File: config.mk
export PLATFORM = sky130hd
export DESIGN_NAME = prog_tap_timer
export DESIGN_NICKNAME = d
export VERILOG_FILES = /design/src/rtl/tap_timer_pkg.sv /design/src/rtl/tick_sync.sv /design/src/rtl/stage_chain.sv /design/src/rtl/tap_out.sv /design/src/rtl/prog_tap_timer.sv
export SDC_FILE = /design/constraint.sdc
export NUM_CORES = 1
export LEC_CHECK = 0
export ABC_AREA = 0
export BUFFER_PORTS_ARGS = -buffer_cell sky130_fd_sc_hd__buf_2
export CORE_ASPECT_RATIO = 1.1
export CORE_MARGIN = 5
export CORE_UTILIZATION = 40
export CTS_CLUSTER_SIZE = 40
export DETAILED_ROUTE_END_ITERATION = 8
export MAX_ROUTING_LAYER = met4
export PLACE_DENSITY = 0.67
export SYNTH_ARGS = -nofsm -noshare
export SYNTH_HDL_FRONTEND = slang
export SYNTH_SLANG_ARGS = --single-unit
File: constraint.sdc
create_clock -name clk -period 3.25 [get_ports clk]
set_input_delay 0.1625 -clock clk [delete_from_list [all_inputs] [get_ports clk]]
set_output_delay 0.1625 -clock clk [all_outputs]
set_load 0.02 [all_outputs]
File: src/rtl/tap_timer_pkg.sv
package tap_timer_pkg;
  typedef enum logic [1:0] {
    CNT_CHAIN = 2'd0,
    CNT_SKIP  = 2'd1,
    CNT_SPLIT = 2'd2
  } cnt_mode_e;
endpackage

File: src/rtl/tick_sync.sv
module tick_sync #(
  parameter int SYNC_N = 2
) (
  input  logic clk,
  input  logic rst,
  input  logic din,
  output logic tick
);
  logic [SYNC_N-1:0] shr;
  logic              prev;

  always_ff @(posedge clk) begin
    if (rst) begin
      shr  <= '0;
      prev <= 1'b0;
    end else begin
      shr  <= {shr[SYNC_N-2:0], din};
      prev <= shr[SYNC_N-1];
    end
  end

  assign tick = shr[SYNC_N-1] & ~prev;
endmodule

File: src/rtl/stage_chain.sv
module stage_chain
  import tap_timer_pkg::*;
#(
  parameter int STAGES   = 24,
  parameter int SEC_W    = 8,
  parameter int BYP_SECS = 1
) (
  input  logic              clk,
  input  logic              rst,
  input  logic              clr,
  input  logic              fill,
  input  logic              step,
  input  cnt_mode_e         mode,
  output logic [STAGES-1:0] count
);
  localparam int NSEC = STAGES / SEC_W;

  logic [NSEC-1:0] cin;
  logic [NSEC-1:0] cout;

  for (genvar i = 0; i < NSEC; i++) begin : g_sec
    logic [SEC_W-1:0] sec_q;

    if (i == 0) begin : g_first
      always_comb begin
        case (mode)
          CNT_SPLIT: cin[i] = step;
          CNT_CHAIN: cin[i] = step;
          CNT_SKIP:  cin[i] = (BYP_SECS == 0) ? step : 1'b0;
          default:   cin[i] = 1'b0;
        endcase
      end
    end else begin : g_rest
      always_comb begin
        case (mode)
          CNT_SPLIT: cin[i] = step;
          CNT_CHAIN: cin[i] = cout[i-1];
          CNT_SKIP:  cin[i] = (i == BYP_SECS) ? step : cout[i-1];
          default:   cin[i] = 1'b0;
        endcase
      end
    end

    assign cout[i] = cin[i] & (&sec_q);

    always_ff @(posedge clk) begin
      if (rst || clr) begin
        sec_q <= '0;
      end else if (fill) begin
        sec_q <= '1;
      end else if (cin[i]) begin
        sec_q <= sec_q + 1'b1;
      end
    end

    assign count[i*SEC_W +: SEC_W] = sec_q;
  end
endmodule

File: src/rtl/tap_out.sv
module tap_out #(
  parameter int STAGES = 24,
  parameter int SEL_W  = 4
) (
  input  logic              clk,
  input  logic              rst,
  input  logic [STAGES-1:0] count,
  input  logic [SEL_W-1:0]  sel,
  input  logic              pulse_mode,
  output logic              out_q
);
  localparam int TAP_N    = 2 ** SEL_W;
  localparam int TAP_BASE = STAGES - TAP_N;

  logic [TAP_N-1:0] taps;
  logic             sel_bit;
  logic             bit_q;

  assign taps    = count[STAGES-1:TAP_BASE];
  assign sel_bit = taps[sel];

  always_ff @(posedge clk) begin
    if (rst) begin
      bit_q <= 1'b0;
      out_q <= 1'b0;
    end else begin
      bit_q <= sel_bit;
      out_q <= pulse_mode ? (sel_bit & ~bit_q) : sel_bit;
    end
  end
endmodule

File: src/rtl/prog_tap_timer.sv
module prog_tap_timer
  import tap_timer_pkg::*;
#(
  parameter int STAGES   = 24,
  parameter int SEL_W    = 4,
  parameter int SEC_W    = 8,
  parameter int BYP_SECS = 1,
  parameter int SYNC_N   = 2
) (
  input  logic             clk,
  input  logic             rst,
  input  logic             tmr_clk,
  input  logic             cnt_clr,
  input  logic             cnt_fill,
  input  logic             hold,
  input  logic             skip_low,
  input  logic             fast_test,
  input  logic             pulse_mode,
  input  logic [SEL_W-1:0] tap_sel,
  output logic             tmr_out
);
  logic              tick;
  logic              step;
  cnt_mode_e         mode;
  logic [STAGES-1:0] cnt_q;

  tick_sync #(.SYNC_N(SYNC_N)) u_sync (
    .clk (clk),
    .rst (rst),
    .din (tmr_clk),
    .tick(tick)
  );

  assign step = tick & ~hold;

  always_comb begin
    if (fast_test)     mode = CNT_SPLIT;
    else if (skip_low) mode = CNT_SKIP;
    else               mode = CNT_CHAIN;
  end

  stage_chain #(
    .STAGES  (STAGES),
    .SEC_W   (SEC_W),
    .BYP_SECS(BYP_SECS)
  ) u_chain (
    .clk  (clk),
    .rst  (rst),
    .clr  (cnt_clr),
    .fill (cnt_fill),
    .step (step),
    .mode (mode),
    .count(cnt_q)
  );

  tap_out #(
    .STAGES(STAGES),
    .SEL_W (SEL_W)
  ) u_tap (
    .clk       (clk),
    .rst       (rst),
    .count     (cnt_q),
    .sel       (tap_sel),
    .pulse_mode(pulse_mode),
    .out_q     (tmr_out)
  );
endmodule

==> summary.txt <==
Drt
  – Avg WL per Cell: 13.8 µm
  – Via count: 1232
  – Drt via density: 5.52
  – DR pass1 iterations: 4
  – 1st-iter DRT viols: 48
  – WL met3: 192 µm
  – DRC viols: 0
  – Met2 routed WL: 1.42 mm
  – Drt total wl: 3.07 mm
  – DRT met1 WL: 1.39 mm
  – Top sig layer: met4
  – Post-route ant nets: 0

Setup path
  – Worst Setup Start Kind: flop
  – Last element of the critical path: u_chain.g_sec[1].sec_q[7]
  – R2R Path Start: u_chain.g_sec[0].sec_q[0]
  – Endpoint class of the critical path: flop
  – CP required: 3.43 ns
  – Crit path launch: u_chain.g_sec[0].sec_q[0]
  – Arrival @ worst endpoint: 2.33 ns
  – R2r setup slk: 1.11 ns
  – Crit Path Category: flop to flop
  – CP max FO: 7
  – R2R depth: 6
  – Reg-to-reg endpoint: u_chain.g_sec[1].sec_q[7]

Placed design
  – IO Port Bufs: 13
  – Placed insts: 215
  – Detailed placement HPWL: 2.19 mm
  – Placed Area: 0.00165 mm²
  – Placer congestion estimate: 0.832

Yosys
  – Ys Warns: 0
  – Most frequent cell after synthesis: dfxtp_1
  – Mapped Area: 0.00155 mm²
  – Mapped Nets: 174
  – Ys flop type: dfxtp_1
  – Post-synthesis sequential area ratio: 37.5%
  – Synth top area share: 37.5%
  – Gate Count Post-Synth: 158
  – Top cells by area, synth: dfxtp_1 38%, o21a_1 8.3%, mux4_2 5.8%, xor2_1 5.1%, xnor2_1 3.4%
  – Post-synth EDFFs: 0
  – Largest area contributor in the netlist: dfxtp_1
  – Synth cell count leaders: 29 x dfxtp_1, 17 x o21a_1, 10 x nand3_1, 9 x nor3_1, 9 x xor2_1
  – Yosys reg bits: 29
  – Synth unique cells: 40
  – Asr flop ratio synth: 0%
  – Mean Syn Cell Area: 9.79 µm²

CTS
  – Total clock sinks: 29
  – Longest Clk Path Bufs: 2
  – CTS tree: yes
  – Clock Latency Late Sink: 0.28 ns
  – Postcts setup bufs: 0
  – CTS Buf Count: 5
  – Hold-fix buffers, CTS: 0
  – Reg clk slew, reported paths: 0.06 ns
  – Resized cells post-CTS: 0
  – Root buf cell: clkbuf_8
  – Htree depth: 2

Status
  – Outcome: finished, final reports clean

Global routing
  – Vias in the first global route: 1166
  – GR Overflow Total: 0
  – First-pass GRT wire length: 5.22 mm
  – Antenna violations before repair: 0
  – Global Route Usage Sum: 13.2%
  – Largest net degree at the start of global routing: 35

Power
  – Switching share of power: 24.5%
  – Clk pwr share: 37.5%
  – Pwr Density: 430 mW/mm²
  – P_int: 560 µW
  – Reg power frac: 52.8%
  – Logic gate share of total power: 9.7%
  – Net Sw Power: 182 µW
  – Leak Pwr: 0.000672 µW
  – Worst vdd ir: 0.202 mV

Cells and area
  – Nets: 188
  – Finished Cell Area: 0.00173 mm²
  – Antenna Cells: 0
  – Syn-to-layout area delta: 11.6%
  – Fin cells: 223
  – Layout cell share with drive strength beyond 1: 18.5%
  – Fill count: 374

Die
  – Row count: 23
  – Height of the die: 75.2 µm
  – Die X: 69.3 µm
  – Initial core utilization: 42.0%
  – Die Area: 0.00521 mm²
  – Core Footprint: 0.00368 mm²
  – Ports: 14

Timing
  – Period minus WS final: 2.14 ns
  – Clock skew: 0.0107 ns
  – RSZ-0062 raised after global routing: no
  – Final setup fails: 0
  – Worst-Margin Slew: 0.734 ns
  – Final Cycle Share: 65.9%
  – Relative slew slack: 50.8%
  – Setup TNS: 0 ns
  – Final hold vios: 0
  – Fmax achieved: 467 MHz
  – Slew Viols, Final: 0

Min path
  – Worst Hold Class: primary input to flop

Job
  – Max Cap Violations: 0
## metal layers
layer	vias up	global-route usage [%]
met5	-	-
met3	8	5.21
met2	30	20.6
met4	0	6.94
li1	620	-
met1	574	14.8
## through the flow
step	power, µW	hold slack (ns)	utilization (%)	worst slack [ns]
floorplan	447	0.234	-	1.31
global placement	467	0.354	44.7	1.21
detailed placement	471	0.377	44.7	1.12
CTS	755	0.0692	46.8	1.12
global route	780	0.0821	46.8	0.961
finish	742	0.0654	46.8	1.11
## worst min-delay path by stage
stage / start / to / slack [ns] / cells past startpoint
2_1_floorplan: rst / u_sync.prev / 0.23 / 1
3_3_place_gp: pulse_mode / u_tap.out_q / 0.35 / 2
3_5_place_dp: pulse_mode / u_tap.out_q / 0.38 / 2
4_1_cts: pulse_mode / u_tap.out_q / 0.07 / 2
5_1_grt: pulse_mode / u_tap.out_q / 0.08 / 2
6_report: pulse_mode / u_tap.out_q / 0.07 / 2
## worst max-delay path, cell delays in order, from the launching register on
cell and delay [ns]:
dfxtp_1 0.35, ha_1 0.25, and3_1 0.20, a211oi_1 0.64, and4b_1 0.29, xor2_1 0.14
o21a_1 0.16
## cell families after synthesis
| group | Yosys count | share of synthesized area, % |
|---|---|---|
| and+or+nand+nor | 61 | 23.5 |
| AOI/OAI and AO/OA | 35 | 18.0 |
| DFF | 29 | 37.5 |
| xor gates and xnor gates | 15 | 8.50 |
| buffers and inverters | 9 | 2.83 |
| muxes | 6 | 7.20 |
| adders and majority gates | 3 | 2.43 |
## power by group through the flow
stage          clock (µW)  combinational, µW  sequential, µW
2_1_floorplan           0               52.3             395
3_3_place_gp            0               69.6             398
3_5_place_dp            0               72.4             399
4_1_cts               291               72.8             391
5_1_grt               306               80.1             394
6_report              278               72.1             391
## flip-flops by register name, indices dropped and copies added (netlist names)
register             flops
u_tap.bit_q              1
u_sync.prev              1
u_tap.out_q              1
u_chain.g_sec.sec_q     24
u_sync.shr               2
## cells in the final DEF (no fill, tap or decap), types with 4 or more instances in the layout
master    instances
dfxtp_1          29
o21a_1           17
buf_2            13
nand3_1          10
xor2_1            9
nor3_1            9
nand2_1           8
nor2_1            7
nand4_1           7
xnor2_1           6
clkbuf_8          5
nor2b_1           4
o311a_1           4
mux4_2            4
## cell type report
type | instances | area, µm² | area share (%)
inverter | 2 | 7.51 | 0.435
timing repair buffer | 14 | 72.6 | 4.21
clock buffer | 8 | 80.1 | 4.64
multi-input combinational | 120 | 922 | 53.4
tap | 50 | 62.6 | 3.63
sequential | 29 | 581 | 33.6
No activity file was read; power rests on OpenSTA's default activity.
